## config.mk

```make
export PLATFORM = sky130hd
export DESIGN_NAME = byte_block_buffer
export DESIGN_NICKNAME = d
export VERILOG_FILES = /design/src/rtl/byte_block_buffer.sv
export SDC_FILE = /design/constraint.sdc
export NUM_CORES = 1
export LEC_CHECK = 0
export BUFFER_PORTS_ARGS = -buffer_cell sky130_fd_sc_hd__buf_2
export CORE_ASPECT_RATIO = 0.5
export CORE_MARGIN = 2
export CORE_UTILIZATION = 40
export DETAILED_ROUTE_END_ITERATION = 10
export PLACE_DENSITY_LB_ADDON = 0.08
export SLEW_MARGIN = 20
export SYNTH_ARGS = -nofsm -noshare
export SYNTH_HDL_FRONTEND = slang
export SYNTH_SLANG_ARGS = --single-unit
```

## constraint.sdc

```tcl
create_clock -name clk -period 4.74 [get_ports clk]
set_input_delay 0.711 -clock clk [delete_from_list [all_inputs] [get_ports clk]]
set_output_delay 0.711 -clock clk [all_outputs]
set_load 0.01 [all_outputs]
```

## src/rtl/byte_block_buffer.sv

```systemverilog
module byte_block_buffer #(
  parameter int BYTES = 16,
  parameter int BW    = 8
) (
  input  logic                clk,
  input  logic                rst_n,
  input  logic                sleep_en,
  input  logic                wr_en,
  input  logic                rd_en,
  input  logic [BW-1:0]       wdata,
  output logic [BW-1:0]       rdata,
  input  logic                run_start,
  input  logic                res_load,
  input  logic [BYTES*BW-1:0] res_data,
  output logic [BYTES*BW-1:0] par_data,
  output logic                seq_done,
  output logic                run_err
);
  localparam int IW   = $clog2(BYTES);
  localparam int WW   = BYTES * BW;
  localparam logic [IW-1:0] LAST = IW'(BYTES - 1);

  logic [BW-1:0] mem [BYTES];
  logic [IW-1:0] idx;
  logic          access;

  assign access = wr_en | rd_en;
  assign rdata  = mem[idx];

  for (genvar g = 0; g < BYTES; g++) begin : g_lane
    assign par_data[WW-1-g*BW -: BW] = mem[g];
  end

  always_ff @(posedge clk) begin
    if (!rst_n || sleep_en) begin
      for (int i = 0; i < BYTES; i++) mem[i] <= '0;
      idx      <= '0;
      seq_done <= 1'b0;
      run_err  <= 1'b0;
    end else if (res_load) begin
      for (int i = 0; i < BYTES; i++) mem[i] <= res_data[WW-1-i*BW -: BW];
      idx <= '0;
    end else if (run_start) begin
      idx      <= '0;
      seq_done <= 1'b0;
      run_err  <= ~seq_done;
    end else if (access) begin
      if (wr_en) mem[idx] <= wdata;
      if (idx == LAST) begin
        idx      <= '0;
        seq_done <= 1'b1;
      end else begin
        idx <= idx + IW'(1);
      end
    end
  end
endmodule

```

# Yosys cells after proc, flatten, opt, wreduce, memory -nomap -nowiden
# Memory sizes are Yosys's and may differ from the RTL's. A register that Yosys moved wholly into a read port is not among the register bits.
# Index checks and enable logic that the tools add are counted.
[word_totals] ram_bits=128 mem_count=1 input_bits=143 ff_bits=6
[memory_table] memory="mem" depth=16 width=8 read_ports=17 rd_ports_with_merged_regs=1 write_ports=16 line="23" rtl="logic [BW-1:0] mem [BYTES];"
[op_classes] eq_ne=1 n_addsub=1 mux=36 reduce_logical=8 n_bitwise=19
[ops] op="$mux 8" n=17
[ops] op="$or 1x1->1" n=17
[ops] op="$mux 4" n=4
[ops] op="$mux 1" n=15
[ops] op="$reduce_or 8->1" n=1
[ops] op="$add 4x1->4 const B" n=1
[ops] op="$eq 4x4->1 const B" n=1
[ops] op="$reduce_bool 2->1" n=2
[ops] op="$reduce_and 3->1" n=1
[ops] op="$reduce_or 3->1" n=1
[ops] op="$not 1->1" n=2
[ops] op="$reduce_and 2->1" n=1
[ops] op="$logic_not 1->1" n=1
[ops] op="$logic_or 1x1->1" n=1

# Depth between registers and ports, before layout
# Gate-level depths: netlist of run 1.
[depth] ltp_word=8 depth_mapped=6

# Worst setup path before layout of run 1
# No wires, ideal clock.
[synth_timing] path_type="input port to flip-flop" start="input port sleep_en" end="memory mem[5][0], enable pin" n_path_buf=1 arrival_ns=1.945 slack_ns=2.411 path_stages=4 cell_sequence="and4bb_4 buf_4 nand3_1 o21ai_0"
[synth_lines] item="from (decl)" line="7" rtl="input logic sleep_en,"
[synth_lines] item="to (decl)" line="23"

==> results of run 1 <==
worst reg2reg max path, cell delays in order (launching register included):
cell and delay (ps):
dfxtp_1 520, and2_1 380, nand4_1 660, nand2_1 600
state kept, by name (all words and copies together) (netlist names), named ones only:
| signal | flops |
|---|---|
| run_err | 1 |
| idx | 4 |
| seq_done | 1 |
| mem | 128 |
cell usage after synthesis, drive strengths merged:
| cell type | count | share of area [%] |
|---|---|---|
| nand4 | 6 | 0.53 |
| o2111ai | 1 | 0.12 |
| buf | 35 | 2.7 |
| nor2 | 4 | 0.21 |
| and3 | 4 | 0.35 |
| inv | 12 | 0.63 |
| and4bb | 1 | 0.23 |
| nor3b | 3 | 0.32 |
| a311oi | 1 | 0.12 |
| a32o | 64 | 9.0 |
| a22o | 16 | 2.0 |
| nor2b | 6 | 0.53 |
| and4 | 2 | 0.25 |
| a22oi | 16 | 1.7 |
| a211o | 1 | 0.12 |
| o211a | 1 | 0.14 |
| xor2 | 2 | 0.25 |
| nand2 | 65 | 3.4 |
| nand3 | 4 | 0.28 |
| edfxtp | 128 | 54 |
| ha | 5 | 0.88 |
| dfxtp | 10 | 2.8 |
| clkbuf | 25 | 1.3 |
| a21oi | 3 | 0.21 |
| nand2b | 4 | 0.35 |
| and2 | 3 | 0.26 |
| o21ai | 10 | 0.70 |
| mux2i | 48 | 6.7 |
| mux4 | 32 | 10 |
| or2 | 1 | 0.088 |
metal layers:
metal  up-vias  track usage (%)
met5         -                0
met4         0            5.653
met3        20            5.947
met2       381            40.83
met1      3006            39.55
li1       2578                -
stage by stage:
stage	hold slack (ps)	area, µm²	worst slack (ps)
6_report	525.5	9259	1606
4_1_cts	537.6	9248	1255
3_5_place_dp	522.5	8671	1690
3_3_place_gp	500.2	8671	1720
5_1_grt	571.5	9259	1495
2_1_floorplan	505.6	7146	2411
where the power goes:
group          internal (mW)  switching, mW  leakage [nW]
Combinational          0.156          0.193          2.53
Sequential              1.41         0.0654          1.55
Clock                  0.780          0.539         0.270
Total                   2.35          0.797          4.35
cells by family (layout without fill, tap and decap cells):
group / Yosys count / in the layout
simple gates: 103 / 103
buf+inv: 72 / 337
compound gates: 113 / 113
flops: 138 / 138
xor+xnor: 2 / 2
other cells: 0 / 1
mux: 80 / 80
fa+ha+maj: 5 / 5
cells in the final DEF, fill, tap and decap left out, types with 5 or more instances in the layout:
cell type	synthesis	final
a22o_1	16	16
a22oi_1	16	16
a32o_1	64	64
buf_2	23	280
buf_4	5	13
clkbuf_16	0	17
dfxtp_1	10	8
edfxtp_1	128	128
ha_1	5	5
inv_1	12	12
mux2i_1	48	48
mux4_2	32	32
nand2_1	65	65
nand4_1	6	6
o21ai_0	10	10
worst paths after layout:
check             slack, ps          to
setup reg to reg       2240  mem[15][3]
hold reg to reg         530     run_err
hold / removal          530     run_err
setup / recovery       1610    rdata[6]
final cells by class:
| class | instances | area share, % |
|---|---|---|
| well taps | 234 | 3.162 |
| diodes | 1 | 0.02703 |
| multi-input cells | 303 | 30.18 |
| clock inverters | 13 | 1.554 |
| flip-flops and latches | 138 | 43.73 |
| inverters | 12 | 0.4865 |
| repair buffers | 293 | 16.19 |
| clock buffers | 19 | 4.676 |
==> reports/qor.yml, run 1 <==
timing:
  period_needed_ps: 3134
  clock_skew_ps: 12.34
  hold_violations: 0
  fin_crit_sh_pct: 66.12
  rsz0062_at_grt: "no"
  slew_headroom_pct: 39.67
  drv_slew: 0
  worst_slew_pin_slew_ps: 904.9
  finalSetupViolCount: 0
  setup-tns-final_ps: 0
  clock.fmax_mhz: 319.1
finish:
  fill_cells: 1587
  instances_no_fill: 1013
  multi_input_area_um2: 2794
  area_growth_pct: 29.57
  seqCellArea_um2: 4049
  layout.nets: 913
  drive_gt1_share_pct: 46.79
  fin_util_pct: 53.08
global_routing:
  grt-ovfl-total: 0
  grt_pass1_vias: 5830
  antenna_found_initial: 1
  grt_pass1_wl_um: 36690
  grtUsageTotal_pct: 26.81
  grt_start_max_net_pins: 53
critical_path:
  critical_path_class: "register to primary output"
  critPathSlowestCell: "dfxtp_2"
  r2r-start: "idx[2]"
  startpoint_type: "register"
  worstPathMaxFanout: 32
  cp.required_ps: 4030
  slowest_delay_ps: 920
  crit_chain: "mux4_2 > a22oi_1 > nand2_1 > buf_2"
  r2r_cells: 3
  cp.depth: 4
  crit_arrival_ps: 2420
  critPathTopFamily: "flip-flops"
  worst-path-buf-inv: 1
  cp-end-kind: "primary output"
flow_run:
  cap_violations: 0
clock_tree:
  cts_resized: 0
  cts.sinks: 138
  cts_hold_buf: 0
  clock-root-buffer: "clkbuf_16"
  clk_pin_slew_ps: 60
  postCtsSetupBuffers: 0
  numCtsBuffers: 17
  htree_levels: 4
  cts_tree: "done"
  clock_latency_ps: 410
  clock_path_buffers: 2
detailed_routing:
  drtAntennaViolNets: 0
  met1_length_um: 11490
  wl_met2_um: 11820
  drt-total-wl_um: 26200
  viasPerCell: 5.908
  drt_iter0_markers: 592
  met3WireLength_um: 2594
  drc: 0
  first_pass_iters: 4
  top_layer: "met4"
  vias: 5985
  routedWlPerCell_um: 25.86
logic_synthesis:
  syn_avg_cell_area_um2: 13.93
  synth_fa_ha_area_share_pct: 0.8755
  ys_ff_latch: 138
  syn_nets: 661
  yosys_warnings: 0
  ys_seq_area_share_pct: 56.59
  synth_compound_gate_area_share_pct: 14.03
  syn_inst: 513
  synth_xor_area_share_pct: 0.2451
  synth_cell_types: 33
  synth_top_family_by_area: "multiplexers"
  muxShareOfSynthArea_pct: 16.81
  syn_area_um2: 7146
  synth_simple_gate_area_share_pct: 6.794
power:
  finalPower_mw: 3.143
  peakVddDrop_v: 0.0002825
  power_leakage_nw: 4.346
  powerDensity_nw_per_um2: 339.4
placed_design:
  hpwlAfterDp_um: 19740
  dp.cells: 980
  io_buffers: 280
  gp_congestion: 0.8581
floorplan:
  dieWidth_um: 193.0
  ios: 281
  die_area_um2: 19010
  num_rows: 34
  chipHeight_um: 98.51
  core-area_um2: 17440
  initial_core_util_pct: 40.97
hold_path:
  hold_depth: 2
  hold_start: "run_err"
  hp-class: "register to register"
outcome:
  status: "complete, no violations"
(Power assumes the default switching activity.)
==> run 2: changes to the inputs <==
ABC_AREA = 1   (was not set)
clock period = 3 ns   (was 4.74 ns; I/O delays follow)
==> run 2 against run 1 <==
Synthesized cell count increased by 110%. Sequential share of layout area decreased by 4.6 points. Sequential power rose by 55%. Register-to-register slack worse by 1400 ps. Power is 64% higher. Non-clock buffer count up 8. Clock skew decreased by 2.4 ps. Global-route usage increased by 2.1 points. Critical path depth rose by 3. Highest routed layer unchanged. Via count increased by 42%. Count of clock-buffer cells in the layout shrank 2. Hold slack got worse by 210 ps. Critical endpoint is now rdata[1].
==> reports/qor.yml, run 2 <==
logic_synthesis:
  muxShareOfSynthArea_pct: 0  # -17 points
  synth_xor_area_share_pct: 0.2156  # -0.030 points
  syn_area_um2: 8127  # +14%
  ys_seq_area_share_pct: 49.76  # -6.8 points
  synth_area_leaders: "edfxtp_1, nand3_1, nand2_1"
  synth.top_cell.area_share_pct: 47.30  # -6.5 points
  synth_edf_count: 128  # unchanged
  synth_simple_gate_area_share_pct: 37.14  # +30 points
  yosys_warnings: 0  # unchanged
  syn_inst: 1084  # +110%
  synth_fa_ha_area_share_pct: 0.7698  # -0.11 points
  synth_top_family_by_area: "simple AND/OR/NAND/NOR gates"
  ys_ff_latch: 138  # unchanged
  synth_most_common_cell: "nand2_1"
  synth-main-ff-cell: "edfxtp_1"
  async_reset_ff_share_pct: 0  # unchanged
  synth_cell_types: 22  # -33%
  synth_top_area_cell: "edfxtp_1"
  syn_nets: 1232  # +86%
  syn_avg_cell_area_um2: 7.497  # -46%
  synth_compound_gate_area_share_pct: 2.433  # -12 points
  yosys-top-cells-count: "nand2_1, nand3_1, edfxtp_1, inv_1, clkbuf_1"
critical_path:
  r2r-end: "mem[10][4]"
  slowest_delay_ps: 480  # -440 ps
  crit_arrival_ps: 2270  # -150 ps
  r2r_slack_ps: 800  # -1440 ps
  worstPathMaxFanout: 17  # -47%
  r2r_cells: 5  # +2
  r2r-start: "idx[2]"
  cp-end-kind: "primary output"
  crit_chain: "inv_1 > buf_4 > nand3_1 > nand3_1 > nand3_1 > nand2_1 > buf_2"
  critical_path_class: "register to primary output"
  cp.required_ps: 2550  # -1480 ps
  startpoint_type: "register"
  critPathSlowestCell: "inv_1"
  cp_common_cell: "nand3_1"
detailed_routing:
  first_pass_iters: 5  # +1
  drt-total-wl_um: 31390  # +20%
  viasPerCell: 5.299  # -10%
  drt_iter0_markers: 749  # +27%
  routedWlPerCell_um: 19.57  # -24%
  vias: 8499  # +42%
  drtAntennaViolNets: 0  # unchanged
  drc: 0  # unchanged
finish:
  drive_gt1_share_pct: 25.73  # -21 points
  multi_input_area_um2: 3296  # +18%
  instances_no_fill: 1604  # +58%
  area_growth_pct: 27.10
  top_regs: "mem x128, idx x4"
  final_common_cell: "nand2_1"
  fill_cells: 1923  # +21%
  fin_util_pct: 52.47  # -0.61 points
  largest_reg_flops: 128  # unchanged
  seqCellArea_um2: 4045  # about the same
  layout.nets: 1472  # +61%
  largest_register: "mem"
  layout_common_cells: "nand2_1, nand3_1, buf_2"
  stdcell_area_um2: 10330  # +12%
hold_path:
  min_to: "run_err"
  hp-class: "primary input to register"
  hold_start: "run_start"
  hold_depth: 3  # +1
global_routing:
  grt_pass1_wl_um: 45870  # +25%
  grt_start_max_net_pins: 124  # +130%
  globalRouteMet3Util_pct: 6.862  # +0.91 points
  antenna_found_initial: 1  # unchanged
  grtUsageMet1_pct: 41.82  # +2.3 points
  grt-ovfl-total: 0  # unchanged
  grt_pass1_vias: 7986  # +37%
  grt_busiest_layer: "met2"
  grtUsageMet2_pct: 42.62  # +1.8 points
  grtUsageTotal_pct: 28.87  # +2.1 points
floorplan:
  initial_core_util_pct: 41.29  # +0.32 points
  chipHeight_um: 104.8  # +6.4%
  core-area_um2: 19680  # +13%
  die_area_um2: 21540  # +13%
  dieWidth_um: 205.6  # +6.5%
  num_rows: 36  # +5.9%
  ios: 281  # unchanged
flow_run:
  cap_violations: 0  # unchanged
clock_tree:
  clock_path_buffers: 2  # unchanged
  clock-root-buffer: "clkbuf_16"
  clock_latency_ps: 440  # +30 ps
  cts_hold_buf: 0  # unchanged
  cts_tree: "done"
  cts.sinks: 138  # unchanged
  numCtsBuffers: 17  # unchanged
  htree_levels: 4  # unchanged
  postCtsSetupBuffers: 0  # unchanged
  clk_pin_slew_ps: 60  # about the same
timing:
  drv_slew: 0  # unchanged
  period_needed_ps: 2718
  slew_headroom_pct: 40.58  # +0.91 points
  setup-tns-final_ps: 0  # unchanged
  fin_crit_sh_pct: 90.60
  hold_violations: 0  # unchanged
  worst_slew_pin_slew_ps: 891.3  # -13.60 ps
  finalSetupViolCount: 0  # unchanged
  rsz0062_at_grt: "no"
  clock.fmax_mhz: 367.9
  clock_skew_ps: 9.950  # -2.387 ps
placed_design:
  io_buffers: 280  # unchanged
  placed_area_um2: 9713  # +12%
  gp_congestion: 0.8392  # -2.2%
  hpwlAfterDp_um: 22220  # +13%
  dp.cells: 1571  # +60%
outcome:
  status: "complete, no violations"
power:
  powerDensity_nw_per_um2: 499.5  # +47%
  power_leakage_nw: 5.221  # +20%
  peakVddDrop_v: 0.0002922  # +3.4%
[run 2: worst max-delay path by stage]
stage                     slack (ps)   endpoint      start
after detailed placement         550   register   sleep_en
after floorplan                 1120  mem[3][0]  run_start
after global routing             180   rdata[1]   register
after global placement           550   register   sleep_en
final                            280   rdata[1]   register
after CTS                        160   rdata[5]   register
[run 2: metal layers]
metal  vias up  share of wire [%]
met5         -                  0
met4         0                2.0
met3        42                9.7
met2       420                 43
met1      4015                 45
li1       4022                  -
[run 2: stage by stage]
step	hold slack, ps	worst slack, ps	total power, mW
6_report	313.4	281.9	5.159
2_1_floorplan	483.0	1121	2.619
4_1_cts	307.9	156.8	5.163
3_3_place_gp	449.3	553.5	2.962
3_5_place_dp	456.1	545.6	2.965
5_1_grt	322.3	183.0	5.316
[run 2: timing repair]
item	4_1_cts	5_1_grt
gates resized for setup	0	1
endpoints found under the hold margin	0	0
setup endpoints to repair	0	4
[run 2: worst max-delay path: cells and delay by family, from the launching register on]
family / cells / cell delay (ps)
buf+inv: 3 / 980
flops: 1 / 320
simple gates: 4 / 530
[run 2: power breakdown]
part | switching (mW) | internal, mW
sequential | 0.0752 | 2.22
combinational | 0.404 | 0.228
clock | 0.858 | 1.37
[run 2: cells by family after synthesis]
group           count (synthesis)
simple gates                  692
buf+inv                       208
xor+xnor                        2
compound gates                 39
fa+ha+maj                       5
flops                         138
[run 2: final cells by class]
type                    count  share of cell area, %
clock inverters            15                  1.757
repair buffers            301                  15.13
clock buffers              17                  4.119
multi-input cells         738                  31.91
flip-flops and latches    138                  39.16
well taps                 266                  3.222
diodes                      1                0.02423
inverters                 128                  4.676
==> run 3: changes to the inputs <==
ABC_AREA = not set   (was 1)
CORE_MARGIN = 5   (was 2)
==> run 3 against run 2 <==
Power decreased by 0.50%. Hold slack better by 3.0 ps. Non-clock buffer count up 5. Combinational power shrank 12%. Clock skew increased by 4.3 ps. Count of clock-buffer cells in the layout rose by 1. Core utilization increased by 1.5 points. Critical path depth fell by 2. Sequential power up 2%. Critical endpoint is now rdata[3]. Highest routed layer unchanged.
==> reports/qor.yml, run 3 (synthesis results as in run 1) <==
clock_tree:
  clock_path_buffers: 2  # unchanged
  clock-root-buffer: "clkbuf_16"
  clock_latency_ps: 410  # -30 ps
  cts_hold_buf: 0  # unchanged
  cts.sinks: 138  # unchanged
  cts_tree: "done"
  postCtsSetupBuffers: 0  # unchanged
  htree_levels: 4  # unchanged
  cts_resized: 0  # unchanged
  clk_pin_slew_ps: 70  # about the same
  numCtsBuffers: 17  # unchanged
timing:
  finalSetupViolCount: 0  # unchanged
  drv_slew: 0  # unchanged
  fin_crit_sh_pct: 95.17  # +4.6 points
  clock_skew_ps: 14.25  # +4.301 ps
  clock.fmax_mhz: 350.2  # -4.8%
  worst_slew_pin_slew_ps: 888.6  # -2.710 ps
  hold_violations: 0  # unchanged
  rsz0062_at_grt: "no"
  slew_headroom_pct: 40.76  # +0.18 points
  setup-tns-final_ps: 0  # unchanged
  period_needed_ps: 2855  # +137.1 ps
floorplan:
  num_rows: 34  # -5.6%
  ios: 281  # unchanged
  chipHeight_um: 104.5  # -0.27%
  dieWidth_um: 199.0  # -3.2%
  core-area_um2: 17440  # -11%
  die_area_um2: 20800  # -3.4%
  initial_core_util_pct: 40.97  # -0.32 points
finish:
  top_regs: "mem x128, idx x4"
  area_growth_pct: 31.66
  layout.nets: 926  # -37%
  final_common_cell: "buf_2"
  fin_util_pct: 53.94  # +1.5 points
  instances_no_fill: 1026  # -36%
  fill_cells: 1528  # -21%
  stdcell_area_um2: 9408  # -8.9%
  layout_common_cells: "buf_2, edfxtp_1, nand2_1"
  largest_register: "mem"
  largest_reg_flops: 128  # unchanged
  multi_input_area_um2: 2788  # -15%
  seqCellArea_um2: 4046  # about the same
  drive_gt1_share_pct: 47.53  # +22 points
detailed_routing:
  vias: 6105  # -28%
  drt_iter0_markers: 579  # -23%
  drc: 0  # unchanged
  first_pass_iters: 7  # +2
  drtAntennaViolNets: 0  # unchanged
  viasPerCell: 5.950  # +12%
  drt-total-wl_um: 27540  # -12%
  routedWlPerCell_um: 26.84  # +37%
global_routing:
  grtUsageTotal_pct: 25.79  # -3.1 points
  grt-ovfl-total: 0  # unchanged
  grt_pass1_wl_um: 39590  # -14%
  grt_start_max_net_pins: 81  # -35%
  antenna_found_initial: 1  # unchanged
  grt_pass1_vias: 6043  # -24%
critical_path:
  startpoint_type: "register"
  r2r_slack_ps: 990  # +190 ps
  cp-end-kind: "primary output"
  worstPathMaxFanout: 20  # +3
  crit_arrival_ps: 2410  # +140 ps
  cp.required_ps: 2550  # about the same
  critical_path_class: "register to primary output"
power:
  finalPower_mw: 5.134  # -0.50%
  power_leakage_nw: 4.440  # -15%
  powerDensity_nw_per_um2: 545.7  # +9.2%
  peakVddDrop_v: 0.0004448  # +52%
placed_design:
  dp.cells: 993  # -37%
  io_buffers: 280  # unchanged
  placed_area_um2: 8781  # -9.6%
  hpwlAfterDp_um: 21000  # -5.5%
  gp_congestion: 0.8476  # +1.0%
flow_run:
  cap_violations: 0  # unchanged
hold_path:
  hp-class: "primary input to register"
outcome:
  status: "complete, no violations"
-- run 3: changes by cell type in the layout (fill, tap and decap cells not counted), sizes merged, moves of 16 or more --
cell	delta
nand2	-306
nand3	-288
inv	-112
a32o	+64
mux2i	+48
mux4	+32
o21ai	-24
nor2	-20
a22o	+16
a22oi	+16
-- run 3: layout make-up --
| type | count | share of cell area [%] |
|---|---|---|
| clock buffers | 18 | 4.562 |
| well taps | 234 | 3.112 |
| clock inverters | 14 | 2.075 |
| flip-flops and latches | 138 | 43.01 |
| multi-input cells | 303 | 29.63 |
| repair buffers | 306 | 17.10 |
| inverters | 12 | 0.4788 |
| diodes | 1 | 0.02660 |
-- run 3: stage by stage --
step / hold WS, ps / worst slack, ps
2_1_floorplan: 505.6 / 931.6
3_3_place_gp: 494.7 / 591.6
3_5_place_dp: 492.9 / 562.1
4_1_cts: 309.7 / 117.9
5_1_grt: 308.1 / 12.45
6_report: 316.4 / 144.8
-- run 3: final timing paths --
kind / from / to / depth (start not counted)
max: register / rdata[3] / 5
min: res_data[114] / mem[1][2] / 2
min reg2reg: run_err / run_err / 2
max reg2reg: idx[3] / mem[9][2] / 3
-- run 3: per-layer routing --
layer	vias up	track usage, %	routed length (µm)
li1	2608	-	-
met1	3040	38.29	11390
met2	429	37.71	12340
met3	28	7.799	3496
met4	0	5.220	305
met5	-	0	0
-- run 3: worst max-delay path: stages, from the launching register on --
cell	delay (ps)
dfxtp_2	590
buf_12	260
mux4_2	520
a22oi_1	340
nand2_1	110
buf_2	150
-- run 3: power by group --
group / total (mW) / leakage, nW / internal, mW / switching (mW)
Combinational: 0.556 / 2.59 / 0.248 / 0.308
Sequential: 2.34 / 1.55 / 2.23 / 0.113
Clock: 2.24 / 0.302 / 1.40 / 0.835
